$ cat src/rtl/row_seq.sv
module row_seq #(
  parameter int ROWS       = 576,
  parameter int SLOT       = 16,
  parameter int GROUP_ROWS = 16,
  parameter int PULSE      = 3,
  parameter int CLAMP_AT   = 0,
  parameter int READ_AT    = 4,
  parameter int CAL_AT     = 8,
  parameter int LATCH_AT   = 12,
  localparam int GROUPS    = ROWS / GROUP_ROWS
) (
  input  logic              clk,
  input  logic              rst_n,
  input  logic              enable,
  output logic [ROWS-1:0]   row_sel,
  output logic [ROWS-1:0]   pwr_en,
  output logic [GROUPS-1:0] grp_sel,
  output logic              clamp,
  output logic              rd,
  output logic              calib,
  output logic              latch,
  output logic              frame_start
);
  localparam int RW = $clog2(ROWS);
  localparam int CW = $clog2(SLOT);
  localparam int GW = (GROUPS > 1) ? $clog2(GROUPS) : 1;

  logic          active;
  logic [CW-1:0] cyc;
  logic [RW-1:0] row;
  logic [RW-1:0] row_nxt;
  logic [GW-1:0] grp;

  always_ff @(posedge clk) begin
    if (!rst_n || !enable) begin
      active <= 1'b0;
      cyc    <= '0;
      row    <= '0;
    end else if (!active) begin
      active <= 1'b1;
    end else if (cyc == CW'(SLOT - 1)) begin
      cyc <= '0;
      row <= row_nxt;
    end else begin
      cyc <= cyc + 1'b1;
    end
  end

  assign row_nxt = (row == RW'(ROWS - 1)) ? '0 : row + 1'b1;
  assign grp     = GW'(row / RW'(GROUP_ROWS));

  function automatic logic in_win(input logic [CW-1:0] c, input int at, input int len);
    logic [CW-1:0] d;
    d = c - CW'(at);
    return d < CW'(len);
  endfunction

  assign row_sel     = active ? (ROWS'(1) << row) : '0;
  assign pwr_en      = active ? ((ROWS'(1) << row) | (ROWS'(1) << row_nxt)) : '0;
  assign grp_sel     = active ? (GROUPS'(1) << grp) : '0;
  assign clamp       = active && in_win(cyc, CLAMP_AT, PULSE);
  assign rd          = active && in_win(cyc, READ_AT, PULSE);
  assign calib       = active && in_win(cyc, CAL_AT, PULSE);
  assign latch       = active && (cyc == CW'(LATCH_AT));
  assign frame_start = active && (row == '0) && (cyc == '0);
endmodule


$ cat config.mk
export PLATFORM = sky130hd
export DESIGN_NAME = row_seq
export DESIGN_NICKNAME = d
export VERILOG_FILES = /design/src/rtl/row_seq.sv
export SDC_FILE = /design/constraint.sdc
export NUM_CORES = 1
export LEC_CHECK = 0
export BUFFER_PORTS_ARGS = -buffer_cell sky130_fd_sc_hd__buf_2
export CORE_AREA = 5 5 460 462
export DETAILED_ROUTE_END_ITERATION = 7
export DIE_AREA = 0 0 465 467
export PLACE_DENSITY_LB_ADDON = 0.12
export SKIP_LAST_GASP = 1
export SLEW_MARGIN = 20
export SYNTH_ARGS = -nofsm -noshare
export SYNTH_HDL_FRONTEND = slang
export SYNTH_SLANG_ARGS = --single-unit
$ cat constraint.sdc
create_clock -name clk -period 3.2 [get_ports clk]
set_input_delay 0.16 -clock clk [delete_from_list [all_inputs] [get_ports clk]]
set_output_delay 0.16 -clock clk [all_outputs]
set_load 0.01 [all_outputs]
==> results of run 1 <==
## logic make-up after synthesis
group,Yosys count,synth area share
AO/OA/AOI/OAI,629,0.434
XOR/XNOR,9,0.00821
adder cells (fa/ha/maj),8,0.00952
buffers and inverters,395,0.157
flip-flops,15,0.0286
multiplexers,2,0.00202
AND/OR/NAND/NOR,899,0.361
## layer usage
metal | vias to the layer above | global-route usage
li1 | 9378 | -
met1 | 11000 | 0.196
met2 | 1145 | 0.278
met3 | 135 | 0.0232
met4 | 4 | 0.0330
met5 | - | 0
## power breakdown
group	internal, mW	switching [mW]	leakage, nW
registers	0.187	0.00315	0.125
logic	0.0252	0.0880	9.69
clock network	0.168	0.107	0.0410
## worst min-delay path by stage
| stage | slack (ns) | endpoint |
|---|---|---|
| 2_1_floorplan | 0.38 | row[4] |
| 3_3_place_gp | 0.54 | cyc[1] |
| 3_5_place_dp | 0.55 | cyc[1] |
| 4_1_cts | 0.56 | cyc[1] |
| 5_1_grt | 0.61 | row[4] |
| 6_report | 0.56 | cyc[1] |
## area by class of cell
cell class              count  area [um2]  area share
repair buffers           1462        8520       0.392
well taps                2704        3380       0.156
multi-input cells        1547        9220       0.424
clock buffers               3        75.1     0.00346
clock inverters             1        5.00    0.000230
diodes                     10        25.0     0.00115
inverters                  49         188     0.00864
flip-flops and latches     15         310      0.0143
## state kept, by name, summed over array words and instances (netlist names)
signal  cells
cyc         4
active      1
row        10
## repair_timing
item | CTS | global route
cloned | 0 | 1
buffers inserted | 0 | 7
pin swaps | 3 | 4
gates resized for setup | 32 | 24
endpoints found under the setup margin | 280 | 132
## through the flow
step	setup slack (ns)	TNS, ns
after global placement	-0.481	-31.45
after floorplan	0.749	0
after CTS	-0.103	-0.224
final	-0.133	-0.290
after detailed placement	-0.459	-1.38
after global routing	-0.0355	-0.287
## tightest hold or removal path: stages (launching register included)
cell and delay [ns]:
dfxtp_1 0.33, mux2i_1 0.13, nor2_1 0.05
## placed cells by master (no fill, tap or decap), types with 5 or more instances in the layout
cell and instances:
buf_4 223, o22ai_1 446, nand2_4 11, o22ai_2 8, nand3_4 6, nand2_2 17, diode_2 10, nand3_1 66
dfxtp_1 9, nor2_1 600, o32ai_2 34, o32ai_1 85, nor2_2 5, buf_12 39, nand2b_1 5, nor3_1 8
nor2b_1 7, nand3_2 18, or2_2 8, nand4_1 29, a21oi_1 12, nand2_1 75, dfxtp_2 5, o21ai_0 6
buf_2 1194, a211oi_4 7, inv_1 48
==> summary.txt, run 1 <==
GRT
  – Vias in the first global route: 21600
  – First-pass GRT wire length: 230 mm
  – GRT Total Usage: 0.155
  – Overflow after GRT: 0
  – Pin count of the biggest net entering global routing: 61
  – Initial antenna violation count: 13

Setup path
  – Worst r2r dst: row[4]
  – CP arrival: 3.17 ns
  – Register-to-Register Path Depth: 4
  – RR Startpoint: active
  – Worst Path Class, Setup: register to output pin
  – Crit path depth: 9
  – Slowest cell on crit path: nand3_1
  – CP dominant cell by count: buf_4
  – WP data required: 3.04 ns
  – Buf/Inv on CP: 4
  – CP Launch Point: row[6]
  – Cell family with most CP delay: simple AND/OR/NAND/NOR gates
  – Worst Path Max Fanout: 18
  – CP startpoint kind: register
  – Setup crit end kind: output pin
  – R2R setup slack: 0.92 ns
  – Slowest stage delay, CP: 0.44 ns
  – Critical Path Sink: pwr_en[14]
  – Crit-path cells: buf_4 > nor2b_2 > buf_4 > nor3b_1 > a22o_2 > buf_4 > nand3_1 > o22ai_1 > buf_2

Routing
  – Max Used Layer: met5
  – Wire length per cell: 31.4 um
  – First DRT Iteration DRCs: 1728
  – DRT met1 WL: 77.4 mm
  – WL met3: 9.45 mm
  – Drt first pass iters: 7
  – Final ANT Viol Nets: 0
  – Residual DRC: 0
  – Final Routed Wirelength: 182 mm
  – Via count: 21700
  – Drt via density: 3.74
  – Met2 WL post-DR: 90.4 mm

Finish
  – Final std cells w/o fill: 5791
  – Layout fillers: 24500
  – Final core occ: 0.105
  – Final instance area: 21700 um2
  – Fin nets: 3089
  – Synth-to-layout area growth: 107%
  – Layout cells sized above 1: 0.529

Placement
  – Count of input and output buffers: 1195
  – Total placed cells including tap cells: 5769
  – Routability congestion estimate: 0.806
  – Area post-placement: 21200 um2
  – DP HPWL: 140 mm

STA
  – Final setup viols: 7
  – Slew HR: 0.308
  – Hold Vio Cnt, Final: 0
  – Period utilisation layout: 1.04
  – Shortest period the worst path allows: 3.33 ns
  – Clk_skew: 0.00689 ns
  – Worst setup margin: -0.133 ns
  – Slew @ Worst Pin: 1.04 ns
  – Slew Viols, Final: 0
  – Fmax: 0.300 GHz
  – Worst Hold Margin: 0.558 ns
  – Unrepaired setup endpoints after global routing: yes

Power
  – Max IR drop VDD: 0.000125 V
  – Leak: 9.85 nW
  – Power Total: 0.579 mW
  – Pwr/cell area: 26.7 nW/um2

Yosys
  – Avg Synthesized Cell Area: 5.37 um2
  – Async SR Flop Fraction: 0
  – Syn nets: 1968
  – Area leader, netlist: o22ai_1
  – Distinct cells, synth: 63
  – Top cells by count, synth: nor2_1, o22ai_1, clkbuf_1
  – Most used DFF post-synth: dfxtp_1
  – Synth top area share: 0.271
  – Seq/Total Area, Yosys: 0.0286
  – Top-count cell post-synth: nor2_1
  – Synth Instances: 1957
  – FF+latch count, synth: 15
  – Mapped Area: 10500 um2
  – Top post-synthesis cells by area: o22ai_1, nor2_1, clkbuf_1, o32ai_1, o32ai_2
  – Post-synth EDFFs: 0
  – Ys Warns: 0

Clock network
  – H-tree Lvls: 1
  – CTS Buffer Depth: 2
  – Clk Latency, worst-skew pair: 0.26 ns
  – TritonCTS clock tree: built
  – Clock Pin Slew Worst Setup and Hold Paths: 0.06 ns
  – CTS root buf: clkbuf_16
  – Hold buffers post-CTS: 0
  – CTS Buf Count: 3
  – Clk sinks: 15

Hold path
  – Hold Crit Class: register to register
  – Hold_sp: cyc[1]
  – WHS Path Cells: 2

Flow run
  – Max-cap violations: 0

Outcome
  – Status: complete, but fails checks
  – Failing checks: setup timing

Floorplan
  – Ports: 1196
  – DIE AREA: 217000 um2
  – Row cnt: 167
  – Die width: 465 um
  – Die height: 467 um
  – Starting Density: 0.0509
  – Core area: 207000 um2
(Power assumes the default switching activity.)
==> run 2: changes to the inputs <==
--- a/config.mk
+++ b/config.mk
@@ -6,9 +6,11 @@
 export NUM_CORES = 1
 export LEC_CHECK = 0
 export BUFFER_PORTS_ARGS = -buffer_cell sky130_fd_sc_hd__buf_2
-export CORE_AREA = 5 5 460 462
+export CELL_PAD_IN_SITES_DETAIL_PLACEMENT = 1
+export CELL_PAD_IN_SITES_GLOBAL_PLACEMENT = 2
+export CORE_AREA = 5 5 459 461
 export DETAILED_ROUTE_END_ITERATION = 7
-export DIE_AREA = 0 0 465 467
+export DIE_AREA = 0 0 464 466
 export PLACE_DENSITY_LB_ADDON = 0.12
 export SKIP_LAST_GASP = 1
 export SLEW_MARGIN = 20
==> run 2 against run 1 <==
Effect of this change:
- the flow now finishes without violations
- critical path depth unchanged
- clock-buffer cell count grew 1
- via count down 2.3%
- sequential power about the same
- core utilization down 0.057 points
- sequential share of layout area hardly changed
- final cell count is 0.43% lower
- critical path type unchanged
- non-clock buffer count shrank 20
- worst hold slack better by 0.0083 ns
- register-to-register slack better by 0.19 ns
- combinational power down 4%
==> summary.txt, run 2 (synthesized netlist as in run 1, its figures left out) <==
Outcome
  – Status: finished, final reports clean

Floorplan
  – Row cnt: 167
  – Ports: 1196
  – Starting Density: 0.0510
  – Die width: 464 um
  – Die height: 466 um
  – DIE AREA: 216000 um2
  – Core area: 206000 um2

STA
  – Shortest period the worst path allows: 3.13 ns
  – Worst setup margin: 0.0723 ns
  – Slew Viols, Final: 0
  – Clk_skew: 0.00853 ns
  – Unrepaired setup endpoints after global routing: yes
  – Final setup viols: 0
  – Slew @ Worst Pin: 0.859 ns
  – Fmax: 0.320 GHz
  – Slew HR: 0.425
  – Hold Vio Cnt, Final: 0
  – Period utilisation layout: 0.977

Routing
  – Via count: 21200
  – Final ANT Viol Nets: 0
  – Final Routed Wirelength: 195 mm
  – Wire length per cell: 33.7 um
  – Drt first pass iters: 5
  – Residual DRC: 0
  – First DRT Iteration DRCs: 1022
  – Drt via density: 3.67

Finish
  – Commonest non-fill, non-tap cells in the layout: buf_2, nor2_1, o22ai_1, buf_4, o32ai_1
  – Synth-to-layout area growth: 105%
  – Layout cells sized above 1: 0.525
  – Final instance area: 21500 um2
  – Largest regs: row (10), cyc (4), active (1)
  – Largest register FFs: 10
  – Fin nets: 3069
  – Final core occ: 0.105
  – Largest Register: row
  – Most common cell after layout, fill and taps aside: buf_2
  – Final std cells w/o fill: 5766

Clock network
  – Hold buffers post-CTS: 0
  – Clock Pin Slew Worst Setup and Hold Paths: 0.06 ns
  – CTS Buf Count: 3
  – TritonCTS clock tree: built
  – Clk Latency, worst-skew pair: 0.27 ns
  – CTS root buf: clkbuf_16
  – CTS Buffer Depth: 2
  – H-tree Lvls: 1
  – Clk sinks: 15

GRT
  – GRT Total Usage: 0.169
  – Overflow after GRT: 0
  – Pin count of the biggest net entering global routing: 60
  – Initial antenna violation count: 10
  – Vias in the first global route: 22000
  – First-pass GRT wire length: 248 mm

Placement
  – DP HPWL: 149 mm
  – Total placed cells including tap cells: 5739
  – Area post-placement: 21000 um2
  – Routability congestion estimate: 0.781
  – Pre-CTS setup slack: -0.0136 ns
  – Count of input and output buffers: 1195

Setup path
  – CP startpoint kind: register
  – Worst r2r dst: row[3]
  – Worst Path Class, Setup: register to output pin
  – WP data required: 3.04 ns
  – Register-to-Register Path Depth: 7
  – Setup crit end kind: output pin
  – RR Startpoint: row[6]
  – Worst Path Max Fanout: 11
  – CP arrival: 2.97 ns
  – R2R setup slack: 1.11 ns

Flow run
  – Max-cap violations: 0

Power
  – Leak: 9.80 nW
  – Pwr/cell area: 27.0 nW/um2
  – Max IR drop VDD: 0.000125 V

Hold path
  – Hold_sp: cyc[1]
  – WHS Path Cells: 2
  – Hold Crit Class: register to register
  – Worst Hold End: cyc[1]
==> run 2: per-stage QoR <==
stage          setup TNS, ns  power [mW]  hold slack, ns
6_report                   0       0.581           0.566
5_1_grt               -0.605       0.612           0.597
4_1_cts               -0.309       0.606           0.572
3_5_place_dp         -0.0136       0.308           0.561
3_3_place_gp          -0.114       0.309           0.556
2_1_floorplan              0       0.245           0.377
==> run 2: power by group <==
part | leakage, nW | internal (mW) | switching, mW | total, mW
Sequential | 0.123 | 0.188 | 0.00315 | 0.191
Combinational | 9.63 | 0.0269 | 0.0821 | 0.109
Clock | 0.0382 | 0.171 | 0.110 | 0.281
==> run 2: critical path, cell delays in order, from the launching register on <==
cell and delay, ns:
dfxtp_1 0.37, buf_4 0.21, nand2_1 0.08, or3_1 0.50
buf_4 0.24, a211oi_4 0.33, buf_4 0.25, nand2_1 0.19
o22ai_1 0.30, buf_2 0.20
==> run 2: worst max-delay path by stage <==
stage	startpoint	to	slack, ns
6_report	row[0]	pwr_en[170]	0.07
5_1_grt	row[6]	row_sel[361]	-0.05
4_1_cts	row[1]	pwr_en[336]	-0.07
3_5_place_dp	row[5]	pwr_en[137]	-0.01
3_3_place_gp	row[5]	pwr_en[137]	-0.09
2_1_floorplan	row[0]	pwr_en[468]	0.75
==> run 2: what timing repair did <==
item / CTS / global route
setup buffers: 7 / 10
gates resized for setup: 29 / 26
pin swaps: 3 / 6
setup endpoints to repair: 355 / 247
cloned: 1 / 0
==> run 2: per-layer routing <==
layer  vias to the layer above  GRT usage  part of all wire
met5                         -          0                 0
met2                       822      0.316              0.52
met4                         0     0.0244             0.017
met3                        70     0.0272             0.046
met1                     11000      0.205              0.42
li1                       9309          -                 -
==> run 2: cell type report <==
type,count,area (um2)
Timing Repair Buffer,1442,8420
Clock buffer,4,78.8
Sequential cell,15,307
Tap cell,2704,3380
Antenna cell,5,12.5
Inverter,49,188
Fill cell,25200,184000
Multi-Input combinational cell,1547,9140
==> run 3: changes to the inputs <==
--- a/config.mk
+++ b/config.mk
@@ -12,6 +12,7 @@
 export DETAILED_ROUTE_END_ITERATION = 7
 export DIE_AREA = 0 0 464 466
 export PLACE_DENSITY_LB_ADDON = 0.12
+export REMOVE_ABC_BUFFERS = 1
 export SKIP_LAST_GASP = 1
 export SLEW_MARGIN = 20
 export SYNTH_ARGS = -nofsm -noshare
==> run 3 against run 2 <==
Effect of this change:
- setup slack got worse by 0.020 ns
- core utilization about the same
- maximum frequency decreased by 0.62%
- register-to-register slack got worse by 0.02 ns
- largest cell class unchanged
- worst hold slack improved by 0.0035 ns
- via count decreased by 1.1%
- critical endpoint is now pwr_en[422]
- sequential cell count unchanged
==> summary.txt, run 3 (synthesized netlist as in run 1, its figures left out) <==
Outcome
  – Status: finished, final reports clean

Finish
  – Layout cells sized above 1: 0.517
  – Fin nets: 3083
  – Most common cell after layout, fill and taps aside: buf_2
  – Final core occ: 0.105
  – Commonest non-fill, non-tap cells in the layout: buf_2, nor2_1, o22ai_1, buf_4, nand2_1
  – Final std cells w/o fill: 5785
  – Largest register FFs: 10
  – Final instance area: 21500 um2
  – Synth-to-layout area growth: 105%
  – Largest Register: row
  – Largest regs: row (10), cyc (4), active (1)

STA
  – Hold Vio Cnt, Final: 0
  – Slew @ Worst Pin: 1.04 ns
  – Shortest period the worst path allows: 3.15 ns
  – Slew Viols, Final: 0
  – Fmax: 0.318 GHz
  – Worst setup margin: 0.0527 ns
  – Unrepaired setup endpoints after global routing: yes
  – Clk_skew: 0.00434 ns
  – Final setup TNS: 0 ns
  – Worst Hold Margin: 0.570 ns
  – Period utilisation layout: 0.984
  – Final setup viols: 0
  – Slew HR: 0.304

Clock network
  – Hold buffers post-CTS: 0
  – CTS root buf: clkbuf_16
  – TritonCTS clock tree: built
  – Clk sinks: 15
  – Clk Latency, worst-skew pair: 0.25 ns
  – H-tree Lvls: 1
  – CTS Buf Count: 3
  – CTS Buffer Depth: 2
  – Clock Pin Slew Worst Setup and Hold Paths: 0.06 ns

Setup path
  – Buf/Inv on CP: 4
  – CP startpoint kind: register
  – Slowest stage delay, CP: 0.51 ns
  – Crit-path cells: ha_2 > buf_4 > ha_1 > buf_4 > a211oi_2 > buf_4 > nand2_1 > o22ai_2 > buf_2
  – Cell family with most CP delay: buffers and inverters
  – WP data required: 3.04 ns
  – CP dominant cell by count: buf_4
  – Setup crit end kind: output pin
  – Worst Path Class, Setup: register to output pin
  – Slowest cell on crit path: a211oi_2
  – Worst Path Max Fanout: 12
  – CP arrival: 2.99 ns

Routing
  – Final ANT Viol Nets: 0
  – Via count: 20900
  – Final Routed Wirelength: 181 mm
  – First DRT Iteration DRCs: 1238
  – Wire length per cell: 31.3 um
  – Drt via density: 3.62
  – Residual DRC: 0
  – Drt first pass iters: 4

Power
  – Leak: 9.85 nW
  – Comb power frac: 0.196
  – Sequential group share of total power: 0.338
  – Pwr/cell area: 26.0 nW/um2
  – Clock share of power: 0.466
  – Power Total: 0.560 mW
  – Net Sw Frac: 0.318
  – Max IR drop VDD: 0.000115 V
  – Internal power: 0.382 mW
  – Net Sw Power: 0.178 mW

Placement
  – Count of input and output buffers: 1195
  – DP HPWL: 137 mm
  – Area post-placement: 21100 um2
  – Total placed cells including tap cells: 5759
  – Pre-CTS setup slack: -0.194 ns
  – Routability congestion estimate: 0.721

Floorplan
  – DIE AREA: 216000 um2
  – Core area: 206000 um2
  – Ports: 1196
  – Row cnt: 167
  – Starting Density: 0.0510
  – Die width: 464 um
  – Die height: 466 um

GRT
  – Vias in the first global route: 22000
  – Pin count of the biggest net entering global routing: 56
  – Overflow after GRT: 0
  – GRT Total Usage: 0.156
  – First-pass GRT wire length: 232 mm
  – Initial antenna violation count: 15

Hold path
  – Hold Crit Class: register to register

Flow run
  – Max-cap violations: 0
[run 3: cell types whose count changed in the layout (fill, tap and decap cells not counted), moves of 4 or more]
cell     delta
or2_2       +4
nand2_2    -13
or2_4       -4
o22ai_1     +4
nand2_1    +13
buf_4       +9
diode_2     +5
nand3_2    -10
o22ai_2     -4
nand3_1    +11
[run 3: final timing paths]
check / startpoint / end / slack, ns / cells past startpoint
max: row[1] / pwr_en[422] / 0.05 / 9
min: cyc[1] / cyc[1] / 0.57 / 2
max reg2reg: row[4] / row[3] / 1.09 / 6
min reg2reg: cyc[1] / cyc[1] / 0.57 / 2
[run 3: layout make-up]
type / instances / area, um2
Inverter: 49 / 184
Timing Repair Buffer: 1455 / 8530
Multi-Input combinational cell: 1548 / 9020
Clock buffer: 4 / 78.8
Tap cell: 2704 / 3380
Sequential cell: 15 / 307
Antenna cell: 10 / 25.0
Fill cell: 25300 / 184000
[run 3: per-layer routing]
layer	routed length [um]	global-route usage	up-vias	share of wire
li1	-	-	9345	-
met5	0	0	-	0
met4	3690	0.0278	0	0.020
met2	88800	0.277	916	0.49
met1	77500	0.194	10600	0.43
met3	11000	0.0358	105	0.061
[run 3: what timing repair did]
action	in CTS	in global routing
pin swaps	3	6
buffers inserted	4	7
cloned	0	1
gates resized for setup	14	17
endpoints found under the setup margin	369	144
[run 3: power by group through the flow]
stage	Combinational [mW]	Sequential (mW)	Clock, mW
after floorplan	0.0411	0.194	0
after global placement	0.116	0.194	0
after detailed placement	0.114	0.194	0
after CTS	0.115	0.189	0.276
after global routing	0.119	0.189	0.282
final	0.110	0.189	0.261
[run 3: worst min-delay path: cells and delay by family, from the launching register on]
family | cells | cell delay, ns
multiplexers | 1 | 0.14
flip-flops | 1 | 0.34
AND/OR/NAND/NOR | 1 | 0.05
